--- src/rtl/pio_pkg.sv ---
package pio_pkg;

    localparam int REG_W = 8;

    localparam logic [1:0] OFS_STATUS = 2'd0;
    localparam logic [1:0] OFS_CTRL   = 2'd1;
    localparam logic [1:0] OFS_DIN    = 2'd2;
    localparam logic [1:0] OFS_DOUT   = 2'd3;

    localparam int CB_WRITE  = 0;
    localparam int CB_DUPLEX = 1;
    localparam int CB_PARITY = 2;
    localparam int CB_TO_LO  = 3;
    localparam int CB_CMDRDY = 7;

    localparam int SB_BUSY   = 0;
    localparam int SB_AVAIL  = 1;
    localparam int SB_ERR    = 2;
    localparam int SB_CMDRDY = 3;

    typedef enum logic [2:0] {
        ST_IDLE,
        ST_CLAIM,
        ST_FETCH,
        ST_DRIVE,
        ST_FINISH_OK,
        ST_FINISH_ERR
    } pio_state_e;

endpackage

--- src/rtl/pio_rx_holder.sv ---
module pio_rx_holder #(
    parameter int DW = 8
) (
    input  logic          clk,
    input  logic          rst_n,
    input  logic          in_valid,
    input  logic [DW-1:0] in_data,
    input  logic          host_take,
    output logic [DW-1:0] held_byte,
    output logic          avail
);

    always_ff @(posedge clk or negedge rst_n) begin
        if (!rst_n) begin
            held_byte <= '0;
            avail     <= 1'b0;
        end else begin
            if (in_valid) begin
                held_byte <= in_data;
                avail     <= 1'b1;
            end else if (host_take) begin
                avail     <= 1'b0;
            end
        end
    end

endmodule

--- src/rtl/pio_host_regs.sv ---
module pio_host_regs
    import pio_pkg::*;
#(
    parameter int DW   = 8,
    parameter int SELW = 3
) (
    input  logic            clk,
    input  logic            rst_n,
    input  logic            hsel,
    input  logic            hwr,
    input  logic [1:0]      haddr,
    input  logic [DW-1:0]   hwdata,
    output logic [DW-1:0]   hrdata,
    input  logic            busy,
    input  logic            err_flag,
    input  logic            rx_avail,
    input  logic [DW-1:0]   rx_byte,
    input  logic            clr_cmd,
    output logic            rx_take,
    output logic            cmd_ready,
    output logic            wr_cmd,
    output logic            full_duplex,
    output logic            parity_en,
    output logic [SELW-1:0] to_sel,
    output logic [DW-1:0]   out_byte
);

    localparam int TO_HI = CB_TO_LO + SELW - 1;

    logic wr_ctrl, wr_dout;

    assign wr_ctrl = hsel && hwr && (haddr == OFS_CTRL) && !busy;
    assign wr_dout = hsel && hwr && (haddr == OFS_DOUT) && !busy;
    assign rx_take = hsel && !hwr && (haddr == OFS_DIN);

    always_ff @(posedge clk or negedge rst_n) begin
        if (!rst_n) begin
            wr_cmd      <= 1'b0;
            full_duplex <= 1'b0;
            parity_en   <= 1'b0;
            to_sel      <= '0;
            cmd_ready   <= 1'b0;
        end else if (wr_ctrl) begin
            wr_cmd      <= hwdata[CB_WRITE];
            full_duplex <= hwdata[CB_DUPLEX];
            parity_en   <= hwdata[CB_PARITY];
            to_sel      <= hwdata[TO_HI:CB_TO_LO];
            cmd_ready   <= hwdata[CB_CMDRDY];
        end else if (clr_cmd) begin
            cmd_ready   <= 1'b0;
        end
    end

    always_ff @(posedge clk or negedge rst_n) begin
        if (!rst_n) out_byte <= '0;
        else if (wr_dout) out_byte <= hwdata;
    end

    always_comb begin
        hrdata = '0;
        unique case (haddr)
            OFS_STATUS: begin
                hrdata[SB_BUSY]   = busy;
                hrdata[SB_AVAIL]  = rx_avail;
                hrdata[SB_ERR]    = err_flag;
                hrdata[SB_CMDRDY] = cmd_ready;
            end
            OFS_CTRL: begin
                hrdata[CB_WRITE]          = wr_cmd;
                hrdata[CB_DUPLEX]         = full_duplex;
                hrdata[CB_PARITY]         = parity_en;
                hrdata[TO_HI:CB_TO_LO]    = to_sel;
                hrdata[CB_CMDRDY]         = cmd_ready;
            end
            OFS_DIN:  hrdata = rx_byte;
            OFS_DOUT: hrdata = '0;
            default:  hrdata = '0;
        endcase
    end

endmodule

--- src/rtl/pio_handshake_fsm.sv ---
module pio_handshake_fsm
    import pio_pkg::*;
#(
    parameter int DW      = 8,
    parameter int SELW    = 3,
    parameter int TO_STEP = 4
) (
    input  logic            clk,
    input  logic            rst_n,
    input  logic            cmd_ready,
    input  logic            wr_cmd,
    input  logic [DW-1:0]   out_byte,
    input  logic [SELW-1:0] to_sel,
    input  logic            dev_ready,
    output logic            busy,
    output logic            dev_valid,
    output logic [DW-1:0]   dev_data,
    output logic            clr_cmd,
    output logic            err_flag
);

    localparam int MAX_LIMIT = (1 << SELW) * TO_STEP;
    localparam int CNTW      = $clog2(MAX_LIMIT + 1);

    pio_state_e      state, nxt;
    logic [CNTW-1:0] wait_cnt;
    logic [CNTW-1:0] limit;
    logic            cmd_is_write;

    always_comb begin
        limit = CNTW'((int'(to_sel) + 1) * TO_STEP);
    end

    always_ff @(posedge clk or negedge rst_n) begin
        if (!rst_n) state <= ST_IDLE;
        else        state <= nxt;
    end

    always_comb begin
        nxt = state;
        unique case (state)
            ST_IDLE:       if (cmd_ready) nxt = ST_CLAIM;
            ST_CLAIM:      nxt = cmd_is_write ? ST_FETCH : ST_FINISH_OK;
            ST_FETCH:      nxt = ST_DRIVE;
            ST_DRIVE: begin
                if (dev_ready)                  nxt = ST_FINISH_OK;
                else if (wait_cnt == limit - 1'b1) nxt = ST_FINISH_ERR;
            end
            ST_FINISH_OK:  nxt = ST_IDLE;
            ST_FINISH_ERR: nxt = ST_IDLE;
            default:       nxt = ST_IDLE;
        endcase
    end

    always_comb begin
        busy      = (state != ST_IDLE);
        dev_valid = (state == ST_DRIVE);
        clr_cmd   = (state == ST_FINISH_OK) || (state == ST_FINISH_ERR);
    end

    always_ff @(posedge clk or negedge rst_n) begin
        if (!rst_n) begin
            cmd_is_write <= 1'b0;
            dev_data     <= '0;
            wait_cnt     <= '0;
            err_flag     <= 1'b0;
        end else begin
            unique case (state)
                ST_IDLE:       if (cmd_ready) cmd_is_write <= wr_cmd;
                ST_CLAIM:      wait_cnt <= '0;
                ST_FETCH:      dev_data <= out_byte;
                ST_DRIVE:      wait_cnt <= wait_cnt + 1'b1;
                ST_FINISH_OK:  err_flag <= 1'b0;
                ST_FINISH_ERR: err_flag <= 1'b1;
                default:       ;
            endcase
        end
    end

endmodule

--- src/rtl/pio_port_ctrl.sv ---
module pio_port_ctrl
    import pio_pkg::*;
#(
    parameter int DW      = REG_W,
    parameter int SELW    = 3,
    parameter int TO_STEP = 4
) (
    input  logic          clk,
    input  logic          rst_n,
    input  logic          hsel,
    input  logic          hwr,
    input  logic [1:0]    haddr,
    input  logic [DW-1:0] hwdata,
    output logic [DW-1:0] hrdata,
    output logic          dev_valid,
    output logic [DW-1:0] dev_data,
    input  logic          dev_ready,
    input  logic          dev_in_valid,
    input  logic [DW-1:0] dev_in_data,
    output logic          mode_full_duplex,
    output logic          mode_parity_en
);

    logic            busy_w, err_w, rx_avail_w, rx_take_w, clr_cmd_w;
    logic            cmd_ready_w, wr_cmd_w;
    logic [SELW-1:0] to_sel_w;
    logic [DW-1:0]   out_byte_w, rx_byte_w;

    pio_host_regs #(.DW(DW), .SELW(SELW)) u_regs (
        .clk(clk), .rst_n(rst_n),
        .hsel(hsel), .hwr(hwr), .haddr(haddr), .hwdata(hwdata), .hrdata(hrdata),
        .busy(busy_w), .err_flag(err_w), .rx_avail(rx_avail_w), .rx_byte(rx_byte_w),
        .clr_cmd(clr_cmd_w), .rx_take(rx_take_w), .cmd_ready(cmd_ready_w),
        .wr_cmd(wr_cmd_w), .full_duplex(mode_full_duplex), .parity_en(mode_parity_en),
        .to_sel(to_sel_w), .out_byte(out_byte_w)
    );

    pio_handshake_fsm #(.DW(DW), .SELW(SELW), .TO_STEP(TO_STEP)) u_fsm (
        .clk(clk), .rst_n(rst_n),
        .cmd_ready(cmd_ready_w), .wr_cmd(wr_cmd_w), .out_byte(out_byte_w),
        .to_sel(to_sel_w), .dev_ready(dev_ready),
        .busy(busy_w), .dev_valid(dev_valid), .dev_data(dev_data),
        .clr_cmd(clr_cmd_w), .err_flag(err_w)
    );

    pio_rx_holder #(.DW(DW)) u_rx (
        .clk(clk), .rst_n(rst_n),
        .in_valid(dev_in_valid), .in_data(dev_in_data), .host_take(rx_take_w),
        .held_byte(rx_byte_w), .avail(rx_avail_w)
    );

endmodule

--- config.mk ---
export PLATFORM = sky130hd
export DESIGN_NAME = pio_port_ctrl
export DESIGN_NICKNAME = d
export VERILOG_FILES = /design/src/rtl/pio_pkg.sv /design/src/rtl/pio_rx_holder.sv /design/src/rtl/pio_host_regs.sv /design/src/rtl/pio_handshake_fsm.sv /design/src/rtl/pio_port_ctrl.sv
export SDC_FILE = /design/constraint.sdc
export NUM_CORES = 1
export LEC_CHECK = 0
export ABC_AREA = 1
export CORE_MARGIN = 10
export CORE_UTILIZATION = 67
export CTS_CLUSTER_SIZE = 20
export DETAILED_ROUTE_END_ITERATION = 10
export DONT_BUFFER_PORTS = 1
export GPL_ROUTABILITY_DRIVEN = 0
export PLACE_DENSITY = 0.83
export SLEW_MARGIN = 40
export SYNTH_ARGS = -nofsm -noshare
export SYNTH_HDL_FRONTEND = slang
export SYNTH_SLANG_ARGS = --single-unit
--- constraint.sdc ---
create_clock -name clk -period 2.5 [get_ports clk]
set_input_delay 0.125 -clock clk [delete_from_list [all_inputs] [get_ports clk]]
set_output_delay 0.125 -clock clk [all_outputs]
set_load 0.03 [all_outputs]
==> impl_results.md <==
- Status: finished clean
- Met3 WL post-DR: 384 um
- Die width: 76.1 um
- Initial antenna violation count: 0
- Setup TNS: 0 ns
- Met2 wire len: 2500 um
- Vias/cell: 5.31
- Sequential area share after synthesis: 51.0%
- Yosys cell types: 28
- Synthesized Nets: 283
- Worst setup path start: u_regs.full_duplex$_DFFE_PN0P_
- Crit. End Element: primary output
- Post-route DRC: 0
- Highest Signal Layer: met4
- Max-slew violation count: 0
- CTS Buf Count: 5
- Detail Route Antenna Nets: 0
- Layout cells sized above 1: 10.7%
- Ys Warns: 0
- Synth top area share: 51.0%
- Starting Density: 69.7%
- First-pass DRT Iterations: 4
- Register bit total from synthesis: 43
- Top_reg_cell synth: dfrtp_1
- Top Ports: 43
- PortBufs: 0
- Syn-to-layout area delta: 15.1%
- Core area: 3030 um2
- Asr flop ratio synth: 100%
- Worst-path clk slew: 0.13 ns
- Global Route Usage Sum: 17.3%
- Htree depth: 2
- Post-Syn Area: 2110 um2
- Final nets: 309
- Chip height: 76.1 um
- Post-synth EDFFs: 0
- Final setup viols: 0
- Post-DP HPWL: 3270 um
- Area leader, netlist: dfrtp_1
- Site Rows: 20
- Grt total ovfl: 0
- Max-Slew Margin vs Limit: 52.9%
- Reg2reg path depth: 8
- 1st-iter DRT viols: 148
- Post-Synthesis Cells: 253
- Clk root buf: clkbuf_4
- Crit path required time: 2.38 ns
- Fmax: 0.570 GHz
- Hold Startpoint: hsel
- Static leakage: 1.21 nW
- Cts hold-fix bufs: 22
- Post-CTS Setup Bufs: 0
- Worst Max-Slew Pin Slew: 0.709 ns
- Via Count: 1720
- Setup crit start kind: flop
- Max clock buf depth: 2
- Min-delay worst type: in -> reg
- WL met1: 1950 um
- # resized after CTS: 0
- Die ar.: 5790 um2
- Most common cell in the netlist: nand2_1
- Unrepaired setup endpoints after global routing: false
- Final wirelength: 4890 um
- Clk_skew: 0.00961 ns
- Final period util: 70.1%
- Hold path depth: 3
- CTS tree: yes
- Max IR drop VDD: 648 uV
- Synth Area per Inst: 8.34 um2
- CTS Sinks: 43
- Critical path type: reg -> out
- Power density over cell area: 995 nW/um2
- First-pass GRT wire length: 8340 um
- Max-cap violation count: 0
- Origin of the critical flop-to-flop path: u_fsm.state[2]$_DFFE_PN0P_
- N_diodes: 0
- Top cells by count, synth: nand2_1, dfrtp_1, inv_1
- Final hold vios: 0
- Crit path arrival time: 1.63 ns
- DR WL/cell: 15.1 um
- Fin Hold WS: 0.171 ns
- Crit path time final: 1.75 ns
- Top post-synthesis cells by area: dfrtp_1, nand2_1, inv_1
- Vias in the first global route: 1777
- Worst-path maximum fanout: 3
- Worst-skew pair later-pin latency: 0.36 ns
- Largest net degree at the start of global routing: 44
-- per-stage QoR --
stage | total power [mW] | utilization, % | std cells | area, um2 | worst slack (ns)
final | 2.42 | 80.2 | 324 | 2430 | 0.747
after CTS | 2.42 | 80.2 | 324 | 2430 | 0.754
after global routing | 2.60 | 80.2 | 324 | 2430 | 0.689
after detailed placement | 2.04 | 70.8 | 294 | 2140 | 1.06
after floorplan | 1.86 | - | 253 | 2110 | 1.07
after global placement | 2.01 | 70.8 | 294 | 2140 | 1.11
-- per-layer routing --
layer,GRT usage (%),vias to the layer above
met5,0,-
met3,6.49,6
met2,29.5,60
met1,19.8,809
met4,5.02,0
li1,-,845
-- registers in the layout, summed over array words and instances, names as in the netlist --
signal / cells
u_fsm.cmd_is_write: 1
u_fsm.dev_data: 8
u_fsm.err_flag: 1
u_fsm.state: 3
u_fsm.wait_cnt: 6
u_regs.cmd_ready: 1
u_regs.full_duplex: 1
u_regs.out_byte: 8
u_regs.parity_en: 1
u_regs.to_sel: 3
u_regs.wr_cmd: 1
u_rx.avail: 1
u_rx.held_byte: 8
-- placed cells by master, fill, tap and decap left out, types with 3 or more instances in the layout --
cell type and count:
a21oi_1 8, clkbuf_4 5, dfrtp_1 43, dlygate4sd3_1 21, ha_1 6, inv_1 32, inv_2 7, nand2_1 80
nand2_2 4, nand3_1 6, nor2_1 8, nor2_4 3, o21ai_0 19, o21ai_1 14, o21ai_2 3, o22ai_1 3
-- report_power, final --
part | switching (mW) | internal, mW | total, mW
clock | 0.225 | 0.109 | 0.334
combinational | 0.501 | 0.283 | 0.784
sequential | 0.357 | 0.941 | 1.30
-- kinds of logic after synthesis --
family	count (synthesis)	share of synthesized area (%)
AOI/OAI and AO/OA	51	13.4
xor gates and xnor gates	3	1.25
adders and majority gates	6	3.56
buffers and inverters	44	8.60
DFF	43	51.0
and+or+nand+nor	106	22.2
-- critical path: stages (launching register included) --
cell and delay (ns):
dfrtp_1 0.58, nand2_1 0.10, a21oi_1 0.58
-- final cells by class --
type,count,area (um2)
sequential,43,1080
multi-input combinational,166,852
fill,208,599
timing repair buffer,24,245
inverter,39,146
tap,44,55.1
clock buffer,6,41.3
clock inverter,2,12.5
-- final timing paths --
kind / end / slack (ns)
max in group asynchronous: u_rx.held_byte[5]$_DFFE_PN0P_ / 2.07
min in group asynchronous: u_fsm.dev_data[3]$_DFFE_PN0P_ / 0.23
max reg2reg: u_fsm.state[2]$_DFFE_PN0P_ / 1.04
min reg2reg: u_rx.held_byte[4]$_DFFE_PN0P_ / 0.50
max: hrdata[1] / 0.75
min: u_regs.out_byte[6]$_DFFE_PN0P_ / 0.17
Power figures use the tool's default switching activity.
